[src/rtl/twm_pkg.sv]
package twm_pkg;
   typedef enum logic [2:0] {
      ST_IDLE,
      ST_RX,
      ST_ACK,
      ST_TX,
      ST_MACK
   } twm_state_e;

   typedef enum logic [1:0] {
      K_SEL,
      K_ADDR,
      K_DATA
   } twm_kind_e;

   localparam logic [3:0] SEL_CODE = 4'b1010;
endpackage

[src/rtl/twm_sync.sv]
module twm_sync #(
   parameter int STAGES = 2
) (
   input  logic clk,
   input  logic rst_n,
   input  logic scl_i,
   input  logic sda_i,
   output logic scl_s,
   output logic sda_s,
   output logic scl_rise,
   output logic scl_fall,
   output logic start_ev,
   output logic stop_ev
);
   logic [STAGES-1:0] scl_q, sda_q;
   logic scl_d, sda_d;

   generate
      if (STAGES < 2) begin : g_bad_stages
         $error("twm_sync: STAGES must be at least 2");
      end
   endgenerate

   always_ff @(posedge clk or negedge rst_n) begin
      if (!rst_n) begin
         scl_q <= '1;
         sda_q <= '1;
         scl_d <= 1'b1;
         sda_d <= 1'b1;
      end else begin
         scl_q <= {scl_q[STAGES-2:0], scl_i};
         sda_q <= {sda_q[STAGES-2:0], sda_i};
         scl_d <= scl_q[STAGES-1];
         sda_d <= sda_q[STAGES-1];
      end
   end

   assign scl_s    = scl_q[STAGES-1];
   assign sda_s    = sda_q[STAGES-1];
   assign scl_rise = scl_s & ~scl_d;
   assign scl_fall = ~scl_s & scl_d;
   assign start_ev = scl_s & scl_d & sda_d & ~sda_s;
   assign stop_ev  = scl_s & scl_d & ~sda_d & sda_s;
endmodule

[src/rtl/twm_ptr.sv]
module twm_ptr #(
   parameter int AW = 11,
   parameter int PW = 4,
   localparam int HW = AW - 8
) (
   input  logic          clk,
   input  logic          rst_n,
   input  logic          ld_hi,
   input  logic [HW-1:0] hi_val,
   input  logic          ld_lo,
   input  logic [7:0]    lo_val,
   input  logic          inc_page,
   input  logic          inc_full,
   output logic [AW-1:0] ptr
);
   generate
      if (PW < 1 || PW > 8) begin : g_bad_page
         $error("twm_ptr: PW must be 1..8");
      end
   endgenerate

   always_ff @(posedge clk or negedge rst_n) begin
      if (!rst_n) begin
         ptr <= '0;
      end else if (ld_hi) begin
         ptr[AW-1:8] <= hi_val;
      end else if (ld_lo) begin
         ptr[7:0] <= lo_val;
      end else if (inc_page) begin
         ptr[PW-1:0] <= ptr[PW-1:0] + PW'(1);
      end else if (inc_full) begin
         ptr <= ptr + AW'(1);
      end
   end


   page_hold_chk: assert property (@(posedge clk) disable iff (!rst_n)
      (inc_page && !ld_hi && !ld_lo) |=> ptr[AW-1:PW] == $past(ptr[AW-1:PW]));


   read_step_chk: assert property (@(posedge clk) disable iff (!rst_n)
      (inc_full && !inc_page && !ld_hi && !ld_lo) |=> ptr == $past(ptr) + AW'(1));
endmodule

[src/rtl/twm_slave.sv]
module twm_slave
   import twm_pkg::*;
#(
   parameter int ADDR_W      = 11,
   parameter int PAGE_W      = 4,
   parameter int SYNC_STAGES = 2,
   localparam int HI_W       = ADDR_W - 8
) (
   input  logic              clk,
   input  logic              rst_n,
   input  logic              scl_i,
   input  logic              sda_i,
   output logic              sda_oe,
   output logic [ADDR_W-1:0] mem_addr,
   output logic              mem_we,
   output logic [7:0]        mem_wdata,
   input  logic [7:0]        mem_rdata,
   output logic              wr_commit,
   input  logic              wr_busy
);
   generate
      if (HI_W < 1 || HI_W > 3) begin : g_bad_addr
         $error("twm_slave: ADDR_W must be 9..11");
      end
   endgenerate

   logic scl_s, sda_s, scl_rise, scl_fall, start_ev, stop_ev;
   twm_state_e st;
   twm_kind_e  kind;
   logic [3:0] cnt;
   logic [7:0] shreg, txreg;
   logic       rd, mack, wrote;
   logic       byte_end, sel_ok, ld_hi, ld_lo, tx_load;

   twm_sync #(.STAGES(SYNC_STAGES)) u_sync (
      .clk(clk), .rst_n(rst_n), .scl_i(scl_i), .sda_i(sda_i),
      .scl_s(scl_s), .sda_s(sda_s), .scl_rise(scl_rise), .scl_fall(scl_fall),
      .start_ev(start_ev), .stop_ev(stop_ev)
   );

   assign byte_end = !start_ev && !stop_ev && st == ST_RX && scl_fall && cnt == 4'd8;
   assign sel_ok   = shreg[7:4] == SEL_CODE && !wr_busy;
   assign ld_hi    = byte_end && kind == K_SEL && sel_ok;
   assign ld_lo    = byte_end && kind == K_ADDR;
   assign mem_we   = byte_end && kind == K_DATA;
   assign tx_load  = !start_ev && !stop_ev && scl_fall &&
                     ((st == ST_ACK && kind == K_SEL && rd) || (st == ST_MACK && mack));
   assign mem_wdata = shreg;

   twm_ptr #(.AW(ADDR_W), .PW(PAGE_W)) u_ptr (
      .clk(clk), .rst_n(rst_n),
      .ld_hi(ld_hi), .hi_val(shreg[HI_W:1]),
      .ld_lo(ld_lo), .lo_val(shreg),
      .inc_page(mem_we), .inc_full(tx_load),
      .ptr(mem_addr)
   );

   always_ff @(posedge clk or negedge rst_n) begin
      if (!rst_n) begin
         st <= ST_IDLE; kind <= K_SEL; cnt <= '0; shreg <= '0; txreg <= '0;
         rd <= 1'b0; mack <= 1'b0; wrote <= 1'b0; sda_oe <= 1'b0; wr_commit <= 1'b0;
      end else begin
         wr_commit <= stop_ev && wrote;
         if (mem_we) wrote <= 1'b1;
         if (start_ev) begin
            st <= ST_RX; kind <= K_SEL; cnt <= '0; sda_oe <= 1'b0;
         end else if (stop_ev) begin
            st <= ST_IDLE; sda_oe <= 1'b0; wrote <= 1'b0;
         end else begin
            case (st)
               ST_RX: begin
                  if (scl_rise && cnt != 4'd8) begin
                     shreg <= {shreg[6:0], sda_s};
                     cnt   <= cnt + 4'd1;
                  end else if (byte_end) begin
                     if (kind != K_SEL || sel_ok) begin
                        sda_oe <= 1'b1;
                        st     <= ST_ACK;
                        if (kind == K_SEL) rd <= shreg[0];
                     end else begin
                        st <= ST_IDLE;
                     end
                  end
               end
               ST_ACK: begin
                  if (scl_fall) begin
                     cnt <= '0;
                     if (tx_load) begin
                        st <= ST_TX; txreg <= mem_rdata; sda_oe <= ~mem_rdata[7];
                     end else begin
                        sda_oe <= 1'b0;
                        st     <= ST_RX;
                        kind   <= (kind == K_SEL) ? K_ADDR : K_DATA;
                     end
                  end
               end
               ST_TX: begin
                  if (scl_rise) begin
                     cnt <= cnt + 4'd1;
                  end else if (scl_fall) begin
                     if (cnt == 4'd8) begin
                        sda_oe <= 1'b0; st <= ST_MACK;
                     end else begin
                        txreg <= {txreg[6:0], 1'b0}; sda_oe <= ~txreg[6];
                     end
                  end
               end
               ST_MACK: begin
                  if (scl_rise) begin
                     mack <= ~sda_s;
                  end else if (scl_fall) begin
                     cnt <= '0;
                     if (tx_load) begin
                        st <= ST_TX; txreg <= mem_rdata; sda_oe <= ~mem_rdata[7];
                     end else begin
                        st <= ST_IDLE;
                     end
                  end
               end
               default: ;
            endcase
         end
      end
   end


   busy_noack_chk: assert property (@(posedge clk) disable iff (!rst_n)
      (byte_end && kind == K_SEL && wr_busy) |=> !sda_oe);


   stop_release_chk: assert property (@(posedge clk) disable iff (!rst_n)
      stop_ev |=> (!sda_oe && st == ST_IDLE));


   start_resync_chk: assert property (@(posedge clk) disable iff (!rst_n)
      start_ev |=> (st == ST_RX && cnt == 4'd0 && kind == K_SEL));


   drive_edge_chk: assert property (@(posedge clk) disable iff (!rst_n)
      !$stable(sda_oe) |-> $past(scl_fall || start_ev || stop_ev));
endmodule

[config.mk]
export PLATFORM = sky130hd
export DESIGN_NAME = twm_slave
export DESIGN_NICKNAME = d
export VERILOG_FILES = /design/src/rtl/twm_pkg.sv /design/src/rtl/twm_sync.sv /design/src/rtl/twm_ptr.sv /design/src/rtl/twm_slave.sv
export SDC_FILE = /design/constraint.sdc
export NUM_CORES = 1
export LEC_CHECK = 0
export BUFFER_PORTS_ARGS = -buffer_cell sky130_fd_sc_hd__buf_2
export CAP_MARGIN = 20
export CORE_ASPECT_RATIO = 1.2
export CORE_MARGIN = 5
export CORE_UTILIZATION = 45
export DETAILED_ROUTE_END_ITERATION = 8
export GPL_TIMING_DRIVEN = 0
export PLACE_DENSITY = 0.69
export RECOVER_POWER = 50
export SLEW_MARGIN = 30
export SYNTH_ARGS = -nofsm -noshare
export SYNTH_HDL_FRONTEND = slang
export SYNTH_SLANG_ARGS = --single-unit
[constraint.sdc]
create_clock -name clk -period 3.3 [get_ports clk]
set_clock_uncertainty 0.1 [all_clocks]
set_input_delay 0.495 -clock clk [delete_from_list [all_inputs] [get_ports clk]]
set_output_delay 0.495 -clock clk [all_outputs]
set_load 0.1 [all_outputs]
-- Word-level counts from Yosys, hierarchy flattened
Index checks and enable logic that the tools add are counted.
- register bits after elaboration: 47
- input port bits: 13
- output and inout bits: 22
- $add $sub $neg: 3
- equal/unequal tests: 31
- mux-type cells: 57
- bitwise gates (word level): 17
- reduce and logical (&&, ||, !) cells: 42
- operators with widths (operator ; count):
    8-bit 2-to-1 mux ; 7
    4-bit inequality test (second input constant) ; 10
    3-bit 2-to-1 mux ; 12
    4-bit 2-to-1 mux ; 7
    8-bit case mux with 3 select lines ; 1
    2-bit 2-to-1 mux ; 9
    1-bit logical AND ; 16
    1-bit 2-to-1 mux ; 16
    4-bit case mux with 4 select lines ; 1
    2-bit inequality test (second input constant) ; 7
    7-bit AND reduction ; 2
    3-bit case mux with 4 select lines ; 1
    4-bit AND reduction ; 3
    11-bit by 1-bit adder with 11-bit output (second input constant) ; 1
    11-bit 2-to-1 mux ; 1
    1-bit inverter ; 10
    10-bit AND reduction ; 1
    2-bit nonzero test ; 5
    9-bit AND reduction ; 1
    4-bit by 1-bit adder with 4-bit output (second input constant) ; 2
    4-bit == test (second input constant) ; 2
    1-bit bitwise AND ; 7
    7-bit 2-to-1 mux ; 1
    3-bit by 2-bit == test with 1-bit output (second input constant) ; 2
    18 further kinds ; 25

-- Logic depth before layout (Yosys ltp)
- word-level depth: 13
- gate-level depth with buffers: 8
- depth with buffers taken out: 7

-- Hierarchy
From an unflattened synthesis, not the netlist that was laid out.
- cells, all modules: 254
- area total of the unflattened synthesis: 2683.8 µm²
- by module, submodules not included (module ; times used ; cells an instance ; area an instance (µm²) ; sequential area each (µm²)):
    twm_slave ; 1 ; 163 ; 1793.0 ; 725.7
    twm_ptr ; 1 ; 81 ; 700.7 ; 275.3
    twm_sync ; 1 ; 10 ; 190.2 ; 157.7

-- Least setup slack after synthesis
Ideal clock, no wire load.
- kind: register to output
- start: register cnt[0]
- end: output port mem_we
- arrival time: 1.874 ns
- path slack: 0.831 ns
- cell stages (with the launch flop): 6
- buffers on the path: 0
- path through: dfrtp_1 -> inv_1 -> ha_1 -> nand3b_1 -> nor3_1 -> and4b_1
- cells in the longest elaborated chain, start to end: 3
- ends and longest elaborated chain (element ; RTL line ; text):
    from (decl) ; twm_slave.sv:30 ; logic [3:0] cnt;
    from (signal assigned) ; twm_slave.sv:74 ; cnt <= cnt + 4'd1;
    from (signal assigned) ; twm_slave.sv:99 ; cnt <= cnt + 4'd1;
    4-bit == test ; twm_slave.sv:41 ; assign byte_end = !start_ev && !stop_ev && st == ST_RX && scl_fall && cnt == 4'd8;
    1-bit logical AND ; twm_slave.sv:41 ;
    1-bit logical AND ; twm_slave.sv:45 ; assign mem_we = byte_end && kind == K_DATA;
    to (decl) ; twm_slave.sv:15 ; output logic mem_we,
Every way passes these cells.

-- Final worst setup path
Ends and elaborated chain as after synthesis.

==> reports/results.ini <==
[run_status]
status=finished, violations left
failing_checks=capacitance limit, slew limit

[floorplanning]
die_w_microns=77.7
rows=29
ioPinCount=35
full_die_area_sq_um=7090
floorplan.die.height_microns=91.3
start_util_pct=46.4
core-area_sq_um=5330

[critical_path]
crit_path_max_fanout=9
criticalPathCategory=reg2out
cp-start-kind=flip-flop
cpMaxStageDelayCell=sky130_fd_sc_hd__buf_2
end_kind=primary output
list_of_cells_traversed_by_the_critical_path=inv_1 > ha_1 > nand3b_1 > nor3_1 > and4b_1 > buf_2
worst-endpoint-required_ns=2.70
worstPathArrival_ns=2.17
timing.critical_path.slowest_cell_delay_ns=0.43

[yosys]
synth.lib_cells_used.distinct=53
synth_area_per_cell_sq_um=9.98
synth-main-ff-cell=sky130_fd_sc_hd__dfrtp_1
synthDominantCellAreaShare_pct=40.4
post_synth_main_area_contributors=sky130_fd_sc_hd__dfrtp_1 40%, sky130_fd_sc_hd__dfstp_2 6.4%, sky130_fd_sc_hd__a21oi_1 5.3%, sky130_fd_sc_hd__mux2_2 4.1%, sky130_fd_sc_hd__nor2_1 4.1%
synth_top_area_cell=sky130_fd_sc_hd__dfrtp_1
yosysWarningCount=0
ys_ff_latch=46
number_of_flops_mapped_to_enable_cells_by_yosys=0
syn_nets=264
syn-instance-count=248
netlist_area_sq_um=2480
async_reset_ff_share_pct=100
synth_sequential_area_ratio_pct=46.8

[global_routing]
gr-usage-all-layers_pct=15.5
globalRouteOverflowTotal=0
grt_pass1_vias=1935
antenna_found_initial=0
grt_start_max_net_pins=47
grt_first_pass_wirelength_mm=8.98

[timing]
setup_ws_ns=0.540
final_critical_delay_including_setup_and_external_delays_ns=2.76
rsz0062_at_grt=false
timing_max_transition_violations_final=47
fin_tns_setup_ns=0
max_clock_freq_mhz=362
worstMarginPinSlew_ns=2.37
hold_violation_total_from_the_final_report=0
setup-violations-final=0
final_min_period_over_clock_period_pct=83.6
slew_headroom_pct=-58.0
final.hold.worst_slack_ns=0.195

[placement]
dp_hpwl_mm=3.92
place_ws_ns=0.856
finalWeightedCongestion=0.865
place_inst=344
port_buffers=34

[cells_and_area]
finalNetCount=305
post_layout_nonfiller_instances=352
fillerInstances=495
post_route_cells_drive_above_1_share_pct=22.4
areaGrowthSynthToFinish_pct=14.0
insertedDiodeCount=0

[clock_network]
cts_hold_repair.buffers=0
worstSkewPairLatency_ns=0.30
tritoncts.num_buffers=5
cts_sinks=46
largest_buffer_count_on_any_clock_path=2
tritoncts=done
cts_post_setup_buffers_inserted=0
cts.repair.resized=0
count_of_h_tree_levels_built_during_cts=2
path_clk_slew_ns=0.08
clockRootBuffer=sky130_fd_sc_hd__clkbuf_8

[drt]
average_detailed_routed_wire_length_per_instance_microns=14.9
antenna_violating_nets_post_route=0
drc_errors=0
via_per_inst=5.67
drt_iter0_markers=181
finalWirelength_mm=5.24
num_vias=1995
drt_pass1_iterations=4

[pwr]
power_per_cell_area_nw_per_um2=394
ir_drop_v=0.000289
p_leak_nw=1.30

[worst_hold_path]
min_path_type=in2reg

[run]
max-cap-violations=1

layout make-up:
| type | instances | area (sq um) | share of cell area [%] |
|---|---|---|---|
| multi-input cells | 183 | 1230 | 43.7 |
| flip-flops and latches | 46 | 1160 | 41.0 |
| repair buffers | 34 | 166 | 5.90 |
| clock buffers | 7 | 96.3 | 3.41 |
| well taps | 62 | 77.6 | 2.75 |
| plain buffers | 10 | 46.3 | 1.64 |
| inverters | 9 | 33.8 | 1.20 |
| clock inverters | 1 | 8.76 | 0.310 |
cell families after synthesis:
kind of cell / share of synthesized area (%)
AO/OA/AOI/OAI: 15.5
multiplexers: 7.33
buffers and inverters: 3.34
XOR/XNOR: 3.18
AND/OR/NAND/NOR: 22.4
flip-flops: 46.8
adder cells (fa/ha/maj): 1.52
power by group:
group | total (mW) | leakage [nW] | internal [mW] | switching (mW)
clock network | 0.380 | 0.0544 | 0.192 | 0.188
logic | 0.127 | 0.688 | 0.0323 | 0.0946
registers | 0.604 | 0.557 | 0.584 | 0.0205
per-stage QoR:
stage          area, sq um  power [mW]  util (%)
2_1_floorplan         2480       0.701         -
6_report              2820        1.11      52.9
5_1_grt               2820        1.16      52.9
3_5_place_dp          2730       0.745      51.1
3_3_place_gp          2720       0.741      51.1
4_1_cts               2830        1.13      53.1
worst max-delay path, delay by kind of cell, from the launching register on:
kind                       cells  cell delay (ns)
and+or+nand+nor                3             0.77
buffers and inverters          2             0.52
DFF                            1             0.41
adders and majority gates      1             0.16
path summary, 6_finish.rpt:
check	from	slack [ns]	cells past startpoint	end
setup / recovery	cnt[0]	0.54	6	mem_we
min in group asynchronous	rst_n	0.81	1	mem_wdata[2]
hold / removal	sda_i	0.19	1	u_sync.sda_q[0]
setup reg to reg	u_sync.scl_q[1]	1.04	5	st[1]
hold reg to reg	u_sync.sda_q[0]	0.27	0	u_sync.sda_q[1]
max in group asynchronous	rst_n	0.95	1	cnt[1]
synth_stat cells (5+ instances only):
master	instances
sky130_fd_sc_hd__nand3_1	9
sky130_fd_sc_hd__o21ai_0	10
sky130_fd_sc_hd__buf_2	6
sky130_fd_sc_hd__nor2_1	27
sky130_fd_sc_hd__nand2b_1	7
sky130_fd_sc_hd__nor4_1	5
sky130_fd_sc_hd__dfstp_2	6
sky130_fd_sc_hd__nor2b_1	5
sky130_fd_sc_hd__inv_1	9
sky130_fd_sc_hd__xnor2_1	7
sky130_fd_sc_hd__mux2_2	9
sky130_fd_sc_hd__dfrtp_1	40
sky130_fd_sc_hd__mux2i_1	8
sky130_fd_sc_hd__nand2_1	13
sky130_fd_sc_hd__a21oi_1	26
sky130_fd_sc_hd__nand4_1	5
registers in the layout, summed over array words and instances, names as in the netlist:
name          count
cnt               4
kind              2
mack              1
mem_wdata         8
rd                1
sda_oe            1
st                3
txreg             7
u_ptr.ptr        11
u_sync.scl_d      1
u_sync.scl_q      2
u_sync.sda_d      1
u_sync.sda_q      2
wr_commit         1
wrote             1
cell usage in the layout, fill, tap and decap left out, drive strengths merged, types with 2 or more instances in the layout:
| cell type | Yosys | final |
|---|---|---|
| mux2i | 8 | 8 |
| buf | 7 | 36 |
| nand3b | 2 | 2 |
| clkbuf | 3 | 15 |
| nand2b | 7 | 7 |
| and4bb | 2 | 2 |
| dfrtp | 40 | 40 |
| nand4b | 3 | 3 |
| nor2b | 5 | 5 |
| xor2 | 2 | 2 |
| ha | 3 | 3 |
| and3 | 2 | 2 |
| or3b | 2 | 2 |
| dfstp | 6 | 6 |
| o221ai | 2 | 2 |
| and2 | 2 | 2 |
| o31ai | 2 | 2 |
| nand4 | 5 | 5 |
| xnor2 | 7 | 7 |
| nand3 | 9 | 9 |
| mux2 | 9 | 9 |
| a21oi | 28 | 28 |
| a32o | 2 | 2 |
| nor3 | 3 | 3 |
| o21ai | 11 | 11 |
| and4b | 2 | 2 |
| nor2 | 27 | 27 |
| o2bb2ai | 2 | 2 |
| nor4 | 5 | 5 |
| inv | 9 | 9 |
| o211ai | 2 | 2 |
| nand2 | 13 | 13 |
metal layers:
layer  GRT usage, %  wire length [microns]  vias up  share of wire, %
met5              0                      0        -                 0
met4           7.02                    142        0               2.7
met3           2.97                    227       11               4.3
met2           24.6                   2480       46                47
met1           20.5                   2390      953                46
li1               -                      -      985                 -
No activity file was read; power rests on OpenSTA's default activity.
